### src/rtl/jm_pkg.sv
package jm_pkg;

    localparam int unsigned N_TRIB    = 4;
    localparam int unsigned TRIB_W    = $clog2(N_TRIB);
    localparam int unsigned SET_LEN   = 212;
    localparam int unsigned FRAME_LEN = 4 * SET_LEN;
    localparam int unsigned POS_W     = $clog2(FRAME_LEN);
    localparam int unsigned ALIGN_LEN = 10;
    localparam int unsigned AIDX_W    = $clog2(ALIGN_LEN);
    localparam logic [ALIGN_LEN-1:0] ALIGN_WORD = 10'b1111010000;

    localparam logic [2:0] IDLE_F0 = 3'd1;
    localparam logic [2:0] IDLE_F1 = 3'd2;
    localparam logic [2:0] IDLE_U0 = 3'd3;
    localparam logic [2:0] IDLE_U1 = 3'd4;

    typedef enum logic [2:0] {
        SK_ALIGN,
        SK_ALARM,
        SK_NAT,
        SK_CJ_FIRST,
        SK_CJ,
        SK_JOPP,
        SK_INFO
    } slot_e;

    typedef struct packed {
        logic [POS_W-1:0]  pos;
        logic [N_TRIB-1:0] just;
        logic              rch;
        logic [N_TRIB-1:0] rdat;
        logic [2:0]        idle;
        logic              fasbad;
        logic              agg;
        logic              fs;
    } frm_state_t;

endpackage

### src/rtl/jm_slot_map.sv
module jm_slot_map
    import jm_pkg::*;
(
    input  logic [POS_W-1:0]  pos,
    output slot_e             kind,
    output logic [AIDX_W-1:0] align_idx
);

    localparam int unsigned CJ1_AT = SET_LEN;
    localparam int unsigned CJ2_AT = 2 * SET_LEN;
    localparam int unsigned CJ3_AT = 3 * SET_LEN;
    localparam int unsigned JO_AT  = CJ3_AT + N_TRIB;

    function automatic logic in_win(input logic [POS_W-1:0] p, input int unsigned base);
        return (p >= POS_W'(base)) && (p < POS_W'(base + N_TRIB));
    endfunction

    always_comb begin
        align_idx = pos[AIDX_W-1:0];
        if (pos < POS_W'(ALIGN_LEN)) begin
            kind = SK_ALIGN;
        end else if (pos == POS_W'(ALIGN_LEN)) begin
            kind = SK_ALARM;
        end else if (pos == POS_W'(ALIGN_LEN + 1)) begin
            kind = SK_NAT;
        end else if (in_win(pos, CJ1_AT)) begin
            kind = SK_CJ_FIRST;
        end else if (in_win(pos, CJ2_AT) || in_win(pos, CJ3_AT)) begin
            kind = SK_CJ;
        end else if (in_win(pos, JO_AT)) begin
            kind = SK_JOPP;
        end else begin
            kind = SK_INFO;
        end
    end

endmodule

### src/rtl/jm_elastic.sv
module jm_elastic #(
    parameter int unsigned DEPTH = 16,
    parameter int unsigned PRIME = 4
) (
    input  logic                       clk,
    input  logic                       rst_n,
    input  logic                       wr_en,
    input  logic                       wr_bit,
    input  logic                       rd_req,
    output logic                       rd_bit,
    output logic [$clog2(DEPTH+1)-1:0] fill,
    output logic                       err
);

    localparam int unsigned PTR_W = $clog2(DEPTH);
    localparam int unsigned CNT_W = $clog2(DEPTH + 1);

    typedef struct packed {
        logic [PTR_W-1:0] wptr;
        logic [PTR_W-1:0] rptr;
        logic [CNT_W-1:0] cnt;
        logic             primed;
        logic             err;
    } eb_state_t;

    eb_state_t st_d, st_q;
    logic      mem [DEPTH];
    logic      take, uflow, oflow, wr_ok, full;

    function automatic logic [PTR_W-1:0] bump(input logic [PTR_W-1:0] p);
        return (p == PTR_W'(DEPTH - 1)) ? '0 : p + 1'b1;
    endfunction

    always_comb begin
        st_d  = st_q;
        full  = (st_q.cnt == CNT_W'(DEPTH));
        take  = rd_req && st_q.primed && (st_q.cnt != '0);
        uflow = rd_req && st_q.primed && (st_q.cnt == '0);
        wr_ok = wr_en && (!full || take);
        oflow = wr_en && !wr_ok;

        if (wr_ok) st_d.wptr = bump(st_q.wptr);
        if (take)  st_d.rptr = bump(st_q.rptr);
        case ({wr_ok, take})
            2'b10:   st_d.cnt = st_q.cnt + 1'b1;
            2'b01:   st_d.cnt = st_q.cnt - 1'b1;
            default: st_d.cnt = st_q.cnt;
        endcase
        st_d.primed = st_q.primed ? !uflow : (st_q.cnt >= CNT_W'(PRIME));
        st_d.err    = oflow || uflow;
    end

    always_ff @(posedge clk or negedge rst_n) begin
        if (!rst_n) st_q <= '0;
        else        st_q <= st_d;
    end

    always_ff @(posedge clk) begin
        if (wr_ok) mem[st_q.wptr] <= wr_bit;
    end

    assign rd_bit = take ? mem[st_q.rptr] : 1'b0;
    assign fill   = st_q.cnt;
    assign err    = st_q.err;

endmodule

### src/rtl/trib_jmux.sv
module trib_jmux
    import jm_pkg::*;
#(
    parameter int unsigned BUF_DEPTH = 16,
    parameter int unsigned BUF_PRIME = 4
) (
    input  logic              clk,
    input  logic              rst_n,
    input  logic              ref_en,
    input  logic [N_TRIB-1:0] trib_valid,
    input  logic [N_TRIB-1:0] trib_data,
    input  logic              alarm_in,
    input  logic              nat_in,
    input  logic              idle_set,
    input  logic [2:0]        idle_cmd,
    input  logic              fas_set,
    input  logic              fas_bad,
    input  logic              rch_en,
    input  logic [N_TRIB-1:0] rch_data,
    output logic              frame_start,
    output logic [N_TRIB-1:0] trib_err,
    output logic              agg_data
);

    localparam int unsigned CNT_W   = $clog2(BUF_DEPTH + 1);
    localparam int unsigned LOW_LIM = BUF_DEPTH / 2;

    frm_state_t          st_d, st_q;
    slot_e               kind;
    logic [AIDX_W-1:0]   align_idx;
    logic [TRIB_W-1:0]   idx;
    logic [N_TRIB-1:0]   rd_req;
    logic [N_TRIB-1:0]   rd_bit;
    logic [CNT_W-1:0]    fill [N_TRIB];
    logic                framed_idle, unframed, idle_val, normal, pay, bit_out;

    jm_slot_map u_map (
        .pos       (st_q.pos),
        .kind      (kind),
        .align_idx (align_idx)
    );

    for (genvar g = 0; g < N_TRIB; g++) begin : g_buf
        jm_elastic #(
            .DEPTH (BUF_DEPTH),
            .PRIME (BUF_PRIME)
        ) u_eb (
            .clk    (clk),
            .rst_n  (rst_n),
            .wr_en  (trib_valid[g]),
            .wr_bit (trib_data[g]),
            .rd_req (rd_req[g]),
            .rd_bit (rd_bit[g]),
            .fill   (fill[g]),
            .err    (trib_err[g])
        );
    end

    always_comb begin
        st_d        = st_q;
        st_d.fs     = 1'b0;
        rd_req      = '0;
        idx         = st_q.pos[TRIB_W-1:0];
        framed_idle = (st_q.idle == IDLE_F0) || (st_q.idle == IDLE_F1);
        unframed    = (st_q.idle == IDLE_U0) || (st_q.idle == IDLE_U1);
        idle_val    = (st_q.idle == IDLE_F1) || (st_q.idle == IDLE_U1);
        normal      = !framed_idle && !unframed;
        pay         = framed_idle ? idle_val : rd_bit[idx];
        bit_out     = 1'b0;

        if (ref_en) begin
            case (kind)
                SK_ALIGN:    bit_out = ALIGN_WORD[AIDX_W'(ALIGN_LEN - 1) - align_idx] ^ st_q.fasbad;
                SK_ALARM:    bit_out = alarm_in;
                SK_NAT:      bit_out = nat_in;
                SK_CJ_FIRST: bit_out = st_q.rch ? st_q.rdat[idx] : st_q.just[idx];
                SK_CJ:       bit_out = st_q.just[idx];
                SK_JOPP: begin
                    if (framed_idle) begin
                        bit_out = idle_val;
                    end else if (!st_q.just[idx]) begin
                        rd_req[idx] = normal;
                        bit_out     = pay;
                    end
                end
                default: begin
                    rd_req[idx] = normal;
                    bit_out     = pay;
                end
            endcase
            if (unframed) bit_out = idle_val;

            st_d.agg = bit_out;
            st_d.fs  = (st_q.pos == '0);
            st_d.pos = (st_q.pos == POS_W'(FRAME_LEN - 1)) ? '0 : st_q.pos + 1'b1;

            if (st_q.pos == '0) begin
                for (int i = 0; i < N_TRIB; i++) begin
                    st_d.just[i] = (fill[i] < CNT_W'(LOW_LIM));
                end
                st_d.rch  = rch_en;
                st_d.rdat = rch_data;
            end
        end

        if (idle_set) st_d.idle   = idle_cmd;
        if (fas_set)  st_d.fasbad = fas_bad;
    end

    always_ff @(posedge clk or negedge rst_n) begin
        if (!rst_n) st_q <= '0;
        else        st_q <= st_d;
    end

    assign agg_data    = st_q.agg;
    assign frame_start = st_q.fs;

endmodule

### config.mk
export PLATFORM = sky130hd
export DESIGN_NAME = trib_jmux
export DESIGN_NICKNAME = d
export VERILOG_FILES = /design/src/rtl/jm_pkg.sv /design/src/rtl/jm_slot_map.sv /design/src/rtl/jm_elastic.sv /design/src/rtl/trib_jmux.sv
export SDC_FILE = /design/constraint.sdc
export NUM_CORES = 1
export LEC_CHECK = 0
export BUFFER_PORTS_ARGS = -buffer_cell sky130_fd_sc_hd__buf_2
export CORE_ASPECT_RATIO = 0.9
export CORE_UTILIZATION = 29
export DETAILED_ROUTE_END_ITERATION = 7
export HOLD_SLACK_MARGIN = 0.12
export MAX_ROUTING_LAYER = met4
export RECOVER_POWER = 25
export SYNTH_ARGS = -nofsm -noshare
export SYNTH_HDL_FRONTEND = slang
export SYNTH_HIERARCHICAL = 1
export SYNTH_SLANG_ARGS = --single-unit
### constraint.sdc
create_clock -name clk -period 4.7 [get_ports clk]
set_input_delay 0.47 -clock clk [delete_from_list [all_inputs] [get_ports clk]]
set_output_delay 0.47 -clock clk [all_outputs]
set_load 0.005 [all_outputs]
# After elaboration in Yosys (flattened, before gate mapping)
# Memories as Yosys holds them, arrays and structs flattened.
# Cells that the tools add are included.
[word_totals] reg_bits=85 ram_bits=64 romBits=16 in_bits=24 out_inout_bits=6 elab_cells=228 n_memories=5
[memory_table] name="(no name shown)" depth=16 word_bits=1 rd=1 rd_clocked_by_memory_dff=0 write_ports=0 line_no="trib_jmux.sv:73" source="SK_ALIGN: bit_out = ALIGN_WORD[AIDX_W'(ALIGN_LEN - 1) - align_idx] ^ st_q.fasbad;"
[memory_table] name="g_buf[0].u_eb.mem" depth=16 word_bits=1 rd=1 rd_clocked_by_memory_dff=0 write_ports=1 line_no="jm_elastic.sv:27" source="logic mem [DEPTH];"
[memory_table] name="g_buf[1].u_eb.mem" depth=16 word_bits=1 rd=1 rd_clocked_by_memory_dff=0 write_ports=1 line_no="jm_elastic.sv:27"
[memory_table] name="g_buf[2].u_eb.mem" depth=16 word_bits=1 rd=1 rd_clocked_by_memory_dff=0 write_ports=1 line_no="jm_elastic.sv:27"
[memory_table] name="g_buf[3].u_eb.mem" depth=16 word_bits=1 rd=1 rd_clocked_by_memory_dff=0 write_ports=1 line_no="jm_elastic.sv:27"
[op_classes] addsub=18 order_cmp=20 eq_ne=32 n_mux=55 bitwise=2 reduce_logical=68
[ops] op="4-bit 2-to-1 mux" n=11
[ops] op="5-bit one-hot mux with 2 select lines" n=4
[ops] op="4-bit by 1-bit adder with 4-bit output (second input constant)" n=8
[ops] op="4-bit equality test (second input constant)" n=8
[ops] op="1-bit 2-to-1 mux" n=27
[ops] op="1-bit logical AND" n=26
[ops] op="5-bit by 1-bit adder with 5-bit output (second input constant)" n=4
[ops] op="10-bit by 4-bit equality test with 1-bit output (second input constant)" n=2
[ops] op="5-bit equality test (second input constant)" n=4
[ops] op="10-bit greater-or-equal comparator (second input constant)" n=2
[ops] op="5-bit by 3-bit greater-or-equal comparator with 1-bit output (second input constant)" n=4
[ops] op="5-bit zero test" n=4
[ops] op="10-bit less-than comparator (second input constant)" n=2
[ops] op="5-bit by 4-bit less-than comparator with 1-bit output (second input constant)" n=4
[ops] op="5-bit nonzero test" n=4
[ops] op="5-bit by 1-bit subtractor with 5-bit output (second input constant)" n=4
[ops] op="3-bit 2-to-1 mux" n=5
[ops] op="1-bit zero test" n=14
[ops] op="3-bit by 2-bit equality test with 1-bit output (second input constant)" n=4
[ops] op="1-bit logical OR" n=12
[ops] op="10-bit by 1-bit adder with 10-bit output (second input constant)" n=1
[ops] op="10-bit equality test (second input constant)" n=1
[ops] op="10-bit by 8-bit greater-or-equal comparator with 1-bit output (second input constant)" n=1
[ops] op="10-bit by 9-bit greater-or-equal comparator with 1-bit output (second input constant)" n=1
[ops] op="24 further kinds" n=38

# Depth between registers and ports, before layout
# Gate-level depths: netlist of the first run.
[depth] depth_word=22 mapped_depth=15

# Hierarchy
# Netlist of the first run, hierarchy kept.
[modules_own_cells] mod="jm_elastic" n_inst=4 cells_per_inst=145 area_per_inst_um2=1654.1
[modules_own_cells] mod="trib_jmux" n_inst=1 cells_per_inst=146 area_per_inst_um2=1456.4
[modules_own_cells] mod="jm_slot_map" n_inst=1 cells_per_inst=25 area_per_inst_um2=201.4

# Worst setup path before layout of the first run
# No wires, ideal clock.
[synth_timing] path_type="reg2reg" start="register, netlist name st_q[19]" end="register g_buf[0].u_eb.st_q (netlist bit g_buf[0].u_eb/fill[4])" t_arrival_ps=3516 required_ps=4569 path_slack_ps=1053 path_stages_with_launch=16 n_path_buf=0 cell_sequence="dfrtp_1 -> nor4_4 -> nand2_2 -> o41ai_2 -> nand3b_1 -> o21ai_0 -> and3_1 -> and2_1 -> and2_1 -> o21ai_4 -> nor2_1 -> ha_1 -> a21oi_1 -> and2_1 -> a221oi_1 -> or3_1"
[synth_rtl] element="end signal, assigned" line_no="jm_elastic.sv:55" source="else st_q <= st_d;"
[synth_rtl] element="end, declared" line_no="jm_elastic.sv:26" source="eb_state_t st_d, st_q;"

==> results.ini, run 1 <==
[outcome]
outcome=complete, but fails checks
violations=max-capacitance violations, max-slew violations

[clocking]
htree_levels=4
cts.sinks=149
cts_resized=0
cts_buffer_depth=2
cts_tree=yes
clk_latency_ps=420
ctsRootBufferMaster=clkbuf_16
clk_pin_slew_worst_paths_ps=70
cts_buffers=17

[route]
drc=0
drtAntennaViolNets=0
viasPerCell=4.79
num_vias=5349
wl_per_cell_um=13.9
wl_um=15500
dr.first_iter.drc_count=369
drt_first_pass_iters=5

[synthesis]
syn_area_mm2=0.00818
yosys_warnings=6
syn_avg_cell_area_um2=11.1
synthesis.instances=739
synth_nets=804

[timing]
hold_viol_final=0
finalCritPeriodShare=0.899
finalClockSkew_ps=10.1
worst_pin_slew_ps=3120
slew_violations=53
setup_tns_ps=0
max_slew_margin=-1.08
fmax_mhz=237
finalSetupViolations=0
min_period_ps=4220
grt_setup_unrepaired=no

[critical_path]
cp_num_cells=14
worstPathArrival_ps=4520
r2r-end=g_buf[3].u_eb/fill[4]
critPathSlowestCell=dfrtp_1
rr_worst_depth=14
worst_ep_required_time_ps=5000
critical_path_class=flop to flop
worst-path-buf-inv=1
cpMostUsedCell=and2_1
cp_top_family=simple AND/OR/NAND/NOR gates
cp_slowest_stage_delay_ps=510
critPathMaxFanout=10
critPathCapture=g_buf[3].u_eb/fill[4]
startpoint=st_q[19]
rrSetupSlack_ps=480
crit_chain=nor4_4 > nand2_2 > o41ai_2 > inv_1 > o21ai_0 > nor4bb_1 > and2_1 > o21ai_4 > nor2_1 > ha_1 > a21oi_1 > and2_1 > a221oi_1 > or3_1
end_kind=flop
start_kind=flop
r2r_start=st_q[19]

[placed_design]
io_buffers=29
hpwl_um=10800
routabilityCongestion=0.842
dpl-instance-area_mm2=0.00858
dp_cells=1082

[global_routing]
grt_remaining_overflow=0
grt_max_degree=53
grt_pass1_vias=5247
grtUsageTotal=0.120
antenna_found_initial=1
grt_pass1_wl_um=26600

[finish]
fin_util=0.335
fin_area_mm2=0.00918
layout-drive-gt1-share=0.143
layout_common_cells=85 x dfrtp_1, 77 x nor2_1, 64 x edfxtp_1, 58 x nand2_1, 37 x ha_1
final_common_cell=dfrtp_1
layout.nets=813
syn_to_final_growth_pct=12.1
finalNonFillerCells=1116

[die]
fp.dieW_um=179
initial_utilization=0.299
rows=57
die_height_um=161
dieArea_mm2=0.0289
boundaryPins=30
core-area_mm2=0.0274

[power]
p_per_area_mw_per_mm2=545
ir_worst_vdd_uv=261
leakage_nw=3.63

[hold_path]
min_path_type=input pin to flop
hp-start=fas_set

[job]
drv_cap=1

==> cell type report <==
| class | instances | area [µm²] |
|---|---|---|
| fillers | 2785 | 18200 |
| flip-flops and latches | 149 | 4050 |
| multi-input cells | 512 | 3780 |
| well taps | 354 | 443 |
| clock buffers | 17 | 425 |
| repair buffers | 35 | 186 |
| clock inverters | 15 | 166 |
| inverters | 33 | 124 |
| diodes | 1 | 2.50 |
==> worst min path at each step <==
stage | endpoint | slack [ps] | cells past startpoint
final | st_q[2] | 240 | 2
after global routing | st_q[2] | 240 | 2
after CTS | st_q[2] | 220 | 2
after detailed placement | st_q[13] | 460 | 2
after global placement | st_q[13] | 460 | 2
after floorplan | agg_data | 170 | 0
==> power by group <==
group	internal [W]	leakage, nW	switching, W
Clock	0.000795	0.287	0.000580
Sequential	0.00167	1.63	0.000480
Combinational	0.000730	1.71	0.000751
==> worst reg2reg max path: stages (launching register included) <==
cell and delay [ps]:
dfrtp_1 510, nor4_4 370, nand2_2 100, o41ai_2 480, inv_1 100, o21ai_0 150, nor4bb_1 460, and2_1 350
o21ai_4 140, nor2_1 290, ha_1 340, a21oi_1 170, and2_1 180, a221oi_1 90, or3_1 380
==> sequential cells by signal (all words and copies together) (netlist names) <==
signal and flops:
idx 2, agg_data 1, frame_start 1, st_q 21, g_buf.u_eb/st_q 36, g_buf.u_eb/fill 20
g_buf.u_eb/err 4, g_buf.u_eb/mem 64
==> what timing repair did <==
| item | 4_1_cts | 5_1_grt |
|---|---|---|
| setup endpoints to repair | 0 | 0 |
| hold endpoints to repair | 4 | 0 |
| buffers inserted | 0 | 0 |
| hold buffers | 1 | 0 |
==> routing by layer <==
layer / wire length, µm / vias up / share of wire / GRT usage
met1: 7740 / 2594 / 0.50 / 0.163
met4: 131 / 0 / 0.0084 / 0.0324
met3: 468 / 10 / 0.030 / 0.0315
met5: 0 / - / 0 / -
li1: - / 2691 / - / -
met2: 7170 / 54 / 0.46 / 0.176
==> through the flow <==
step | power [W] | setup WS [ps] | hold slack [ps]
global placement | 0.00364 | 665 | 456
finish | 0.00500 | 477 | 236
floorplan | 0.00335 | 1050 | 174
CTS | 0.00506 | 536 | 218
global route | 0.00538 | 133 | 240
detailed placement | 0.00366 | 523 | 462
(Power assumes the default switching activity.)
==> run 2: changes to the inputs <==
--- a/config.mk
+++ b/config.mk
@@ -5,6 +5,7 @@
 export SDC_FILE = /design/constraint.sdc
 export NUM_CORES = 1
 export LEC_CHECK = 0
+export ABC_AREA = 1
 export BUFFER_PORTS_ARGS = -buffer_cell sky130_fd_sc_hd__buf_2
 export CORE_ASPECT_RATIO = 0.9
 export CORE_UTILIZATION = 29
@@ -12,6 +13,7 @@
 export HOLD_SLACK_MARGIN = 0.12
 export MAX_ROUTING_LAYER = met4
 export RECOVER_POWER = 25
+export SLEW_MARGIN = 20
 export SYNTH_ARGS = -nofsm -noshare
 export SYNTH_HDL_FRONTEND = slang
 export SYNTH_HIERARCHICAL = 1
==> run 2 against run 1 <==
Effect of this change: setup slack improved by 700 ps; first-iteration DRC count increased by 36%; wire length up 5.4%; clock power about the same; final area rose by 3.2%; count of clock-buffer cells in the layout unchanged; the run still ends with max-capacitance violations, max-slew violations left; largest power group unchanged; clock skew is 3.6 ps higher; global-route usage is 0.26 points higher; hold slack improved by 9.4 ps; critical path depth increased by 9; highest routed layer unchanged; synthesized area grew 2.8%; non-clock buffer count is 5 lower.
==> results.ini, run 2 <==
[synthesis]
syn_avg_cell_area_um2=8.85
yosys_warnings=6
synthesis.instances=951
synth_nets=1016
syn_area_mm2=0.00842

[die]
core-area_mm2=0.0282
initial_utilization=0.298
rows=58
fp.dieW_um=182
dieArea_mm2=0.0297
boundaryPins=30
die_height_um=164

[finish]
layout-drive-gt1-share=0.125
top_register=g_buf.u_eb/mem
multi_input_area_mm2=0.00384
reg.largest.list=g_buf.u_eb/mem: 64 flops, g_buf.u_eb/st_q: 36 flops, st_q: 21 flops
nFillCells=2906
layout.nets=1046
syn_to_final_growth_pct=12.5
ff_latch_area_mm2=0.00405
final_common_cell=nand2_1
layout_common_cells=202 x nand2_1, 138 x nor2_1, 103 x nand3_1, 85 x inv_1, 85 x dfrtp_1
fin_util=0.335
largest_reg_flops=64
finalNonFillerCells=1355

[timing]
hold_ws_ps=245
grt_setup_unrepaired=no
finalCritPeriodShare=0.750
finalClockSkew_ps=13.7
worst_pin_slew_ps=3220
setup_tns_ps=0
hold_viol_final=0
slew_violations=59
finalSetupViolations=0
max_slew_margin=-1.14
fmax_mhz=284
min_period_ps=3520

[critical_path]
end_kind=flop
worst-path-buf-inv=5
worst_ep_required_time_ps=5020
critPathMaxFanout=8
worstPathArrival_ps=3840
cp_top_family=simple AND/OR/NAND/NOR gates
cp_slowest_stage_delay_ps=480
r2r-end=g_buf[3].u_eb/fill[4]
crit_chain=inv_2 > nand2_2 > nor2_2 > nand3b_1 > nand2_1 > nor2_1 > nand3_1 > a21oi_1 > o21ai_0 > nor2_1 > nand2_1 > inv_1 > nand2_4 > inv_4 > nand2_4 > inv_1 > ha_1 > a21oi_1 > nand3_1 > nand2_1 > nand3_1 > nand2_1 > inv_1
rr_worst_depth=23
startpoint=st_q[17]
r2r_start=st_q[17]
critical_path_class=flop to flop
rrSetupSlack_ps=1180
start_kind=flop
cpMostUsedCell=nand2_1
critPathSlowestCell=dfrtp_1

[outcome]
outcome=complete, but fails checks
violations=max-capacitance violations, max-slew violations

[route]
drt_first_pass_iters=5
dr.first_iter.drc_count=501
drtAntennaViolNets=0
wl_per_cell_um=12.1
drc=0
num_vias=6131
viasPerCell=4.52
wl_um=16300

[placed_design]
hpwl_um=12000
io_buffers=29
dp_cells=1322
routabilityCongestion=0.915

[clocking]
cts_buffer_depth=2
clk_latency_ps=430
clk_pin_slew_worst_paths_ps=60
ctsRootBufferMaster=clkbuf_16
cts_setup_buffers=0
cts_hold_repair.buffers=0
cts_buffers=17
cts_resized=0
cts.sinks=149
cts_tree=yes
htree_levels=4

[global_routing]
grt_max_degree=59
grt_pass1_wl_um=28400
grt_pass1_vias=6019
antenna_found_initial=1
grtUsageTotal=0.123
grt_remaining_overflow=0

[hold_path]
hold-path-cell-count=3
worstHoldEndpoint=st_q[5]
min_path_type=input pin to flop
hp-start=idle_cmd[2]

[power]
leakage_nw=4.21
p_per_area_mw_per_mm2=544
ir_worst_vdd_uv=233

[job]
drv_cap=1

==> run 2: metal layers <==
layer,vias to the layer above,track usage,part of all wire
met2,86,0.190,0.45
met3,15,0.0252,0.032
met1,2829,0.157,0.50
met5,-,-,0
li1,3201,-,-
met4,0,0.0478,0.016
==> run 2: area by class of cell <==
class	instances	area share
multi-input cells	683	0.406
flip-flops and latches	149	0.428
clock inverters	15	0.0172
diodes	1	0.000264
clock buffers	17	0.0449
well taps	360	0.0476
inverters	100	0.0407
repair buffers	30	0.0155
==> run 2: metrics by stage <==
step | setup WS (ps) | area [µm²] | power (W)
after floorplan | 1750 | 8420 | 0.00346
after global placement | 1390 | 8880 | 0.00379
after detailed placement | 1300 | 8880 | 0.00382
after CTS | 1230 | 9470 | 0.00521
after global routing | 851 | 9470 | 0.00559
final | 1180 | 9470 | 0.00515
==> run 2: power breakdown <==
part	total, W	switching, W	internal (W)
Sequential	0.00209	0.000420	0.00167
Combinational	0.00170	0.00107	0.000635
Clock	0.00136	0.000602	0.000753
==> run 2: worst max path at each step <==
stage | slack (ps) | depth (start not counted) | end
after floorplan | 1750 | 23 | g_buf[0].u_eb/fill[4]
after global placement | 1390 | 22 | g_buf[3].u_eb/fill[4]
after detailed placement | 1300 | 23 | g_buf[3].u_eb/fill[4]
after CTS | 1230 | 23 | g_buf[3].u_eb/fill[4]
after global routing | 850 | 23 | g_buf[3].u_eb/fill[4]
final | 1180 | 23 | g_buf[3].u_eb/fill[4]
==> run 2: tightest hold or removal path: stages <==
cell	delay (ps)
buf_2	70
nand2_1	30
o21ai_0	50
==> run 3: changes to the inputs <==
--- a/config.mk
+++ b/config.mk
@@ -5,7 +5,7 @@
 export SDC_FILE = /design/constraint.sdc
 export NUM_CORES = 1
 export LEC_CHECK = 0
-export ABC_AREA = 1
+export ABC_AREA = 0
 export BUFFER_PORTS_ARGS = -buffer_cell sky130_fd_sc_hd__buf_2
 export CORE_ASPECT_RATIO = 0.9
 export CORE_UTILIZATION = 29
==> constraint.sdc (replaced) <==
create_clock -name clk -period 3.51 [get_ports clk]
set_input_delay 0.351 -clock clk [delete_from_list [all_inputs] [get_ports clk]]
set_output_delay 0.351 -clock clk [all_outputs]
set_load 0.005 [all_outputs]
==> run 3 against run 2 <==
Effect of this change: the flow finishes with violations (design-rule violations); final area up 3.2%; count of clock-buffer cells in the layout unchanged; critical path type unchanged; hold slack worse by 100 ps; sequential cell count unchanged; clock skew about the same.
==> results.ini, run 3 (same netlist as run 1, synthesis figures left out) <==
[outcome]
outcome=complete, but fails checks
violations=design-rule violations

[route]
drtAntennaViolNets=0
viasPerCell=4.81
num_vias=5611
wl_per_cell_um=14.1
drc=4
drt_first_pass_iters=8
dr.first_iter.drc_count=269
wl_um=16400

[critical_path]
worst_ep_required_time_ps=3810
worst-path-buf-inv=2
critPathSlowestCell=dfrtp_2
cp_num_cells=17
worstPathArrival_ps=3700
rr_worst_depth=17
start_kind=flop
end_kind=flop
cp_slowest_stage_delay_ps=450
cpMostUsedCell=and2_4
critPathMaxFanout=6
cp_top_family=simple AND/OR/NAND/NOR gates
critical_path_class=flop to flop
crit_chain=buf_4 > nor4b_2 > o21ai_1 > o41ai_4 > nand3b_1 > o21ai_1 > and3_4 > and2_4 > and2_4 > o21ai_4 > nor2_4 > buf_6 > fa_2 > nand3_2 > and2_4 > and4_1 > or3_1

[finish]
layout.nets=864
largest_reg_flops=64
final_common_cell=dfrtp_1
top_register=g_buf.u_eb/mem
finalNonFillerCells=1167
layout_common_cells=82 x dfrtp_1, 73 x nor2_1, 64 x edfxtp_1, 58 x nand2_1, 51 x buf_4
syn_to_final_growth_pct=19.4
layout-drive-gt1-share=0.250
reg.largest.list=g_buf.u_eb/mem: 64 flops, g_buf.u_eb/st_q: 36 flops, st_q: 21 flops
nFillCells=2728
multi_input_area_mm2=0.00400
ff_latch_area_mm2=0.00405

[placed_design]
dp_cells=1127
routabilityCongestion=0.843
io_buffers=29
hpwl_um=11300
pre_cts_ws_ps=-81.1

[clocking]
cts_buffer_depth=2
cts_tree=yes
clk_latency_ps=430
cts_buffers=17
ctsRootBufferMaster=clkbuf_16
cts.sinks=149
clk_pin_slew_worst_paths_ps=70
htree_levels=4

[timing]
worst_pin_slew_ps=1340
finalCritPeriodShare=0.969
fmax_mhz=294
finalClockSkew_ps=13.9
finalSetupViolations=0
hold_viol_final=0
grt_setup_unrepaired=yes
layout_setup_ws_ps=110
slew_violations=0
max_slew_margin=0.108
min_period_ps=3400

[global_routing]
grtUsageTotal=0.122
grt_pass1_wl_um=27400
grt_remaining_overflow=0
antenna_found_initial=1
grt_pass1_vias=5411
grt_max_degree=50

[die]
fp.dieW_um=179
rows=57
initial_utilization=0.299
dieArea_mm2=0.0289
boundaryPins=30
core-area_mm2=0.0274
die_height_um=161

[power]
leakage_nw=3.91
ir_worst_vdd_uv=382
p_per_area_mw_per_mm2=720

[hold_path]
min_path_type=input pin to flop
hold-path-cell-count=3

[job]
drv_cap=0

run 3: final timing paths:
| check | startpoint | to | slack (ps) |
|---|---|---|---|
| setup reg to reg | st_q[19] | g_buf[2].u_eb/fill[4] | 110 |
| setup / recovery | st_q[19] | g_buf[2].u_eb/fill[4] | 110 |
| max in group asynchronous | rst_n | st_q[19] | 1720 |
| hold reg to reg | st_q[14] | st_q[14] | 490 |
| hold / removal | fas_bad | st_q[2] | 140 |
| min in group asynchronous | rst_n | g_buf[3].u_eb/st_q[12] | 750 |
run 3: final cells by class:
class	instances	share of cell area
clock buffers	17	0.0435
diodes	1	0.000256
well taps	354	0.0453
repair buffers	86	0.0601
inverters	33	0.0127
flip-flops and latches	149	0.415
multi-input cells	512	0.410
clock inverters	15	0.0137
run 3: metrics by stage:
| stage | area (µm²) | hold WS, ps | power, W | setup TNS (ps) | util |
|---|---|---|---|---|---|
| after floorplan | 8200 | 55.4 | 0.00450 | 0 | - |
| after global placement | 8940 | 437 | 0.00509 | 0 | 0.326 |
| after detailed placement | 8940 | 440 | 0.00512 | -329 | 0.326 |
| after CTS | 9550 | 131 | 0.00691 | 0 | 0.349 |
| after global routing | 9770 | 144 | 0.00756 | -659 | 0.357 |
| final | 9770 | 143 | 0.00703 | 0 | 0.357 |
run 3: power by group:
part	total, W	internal [W]	leakage (nW)	switching [W]
combinational	0.00244	0.00125	2.01	0.00119
clock	0.00175	0.000936	0.269	0.000813
sequential	0.00284	0.00223	1.63	0.000609
run 3: tightest hold or removal path, stage by stage:
cell and delay [ps]:
buf_2 70, nand2_1 30, o21ai_0 60
run 3: metal layers:
layer	track usage	vias to the layer above	routed length, µm
met4	0.0270	0	115
met5	-	-	0
li1	-	2790	-
met1	0.167	2769	8080
met3	0.0273	8	389
met2	0.183	44	7820
run 3: timing repair:
item	4_1_cts	5_1_grt
hold endpoints to repair	48	0
hold buffers	2	0
endpoints found under the setup margin	6	13
buffers inserted	1	4
pin swaps	2	15
resized for setup	8	45
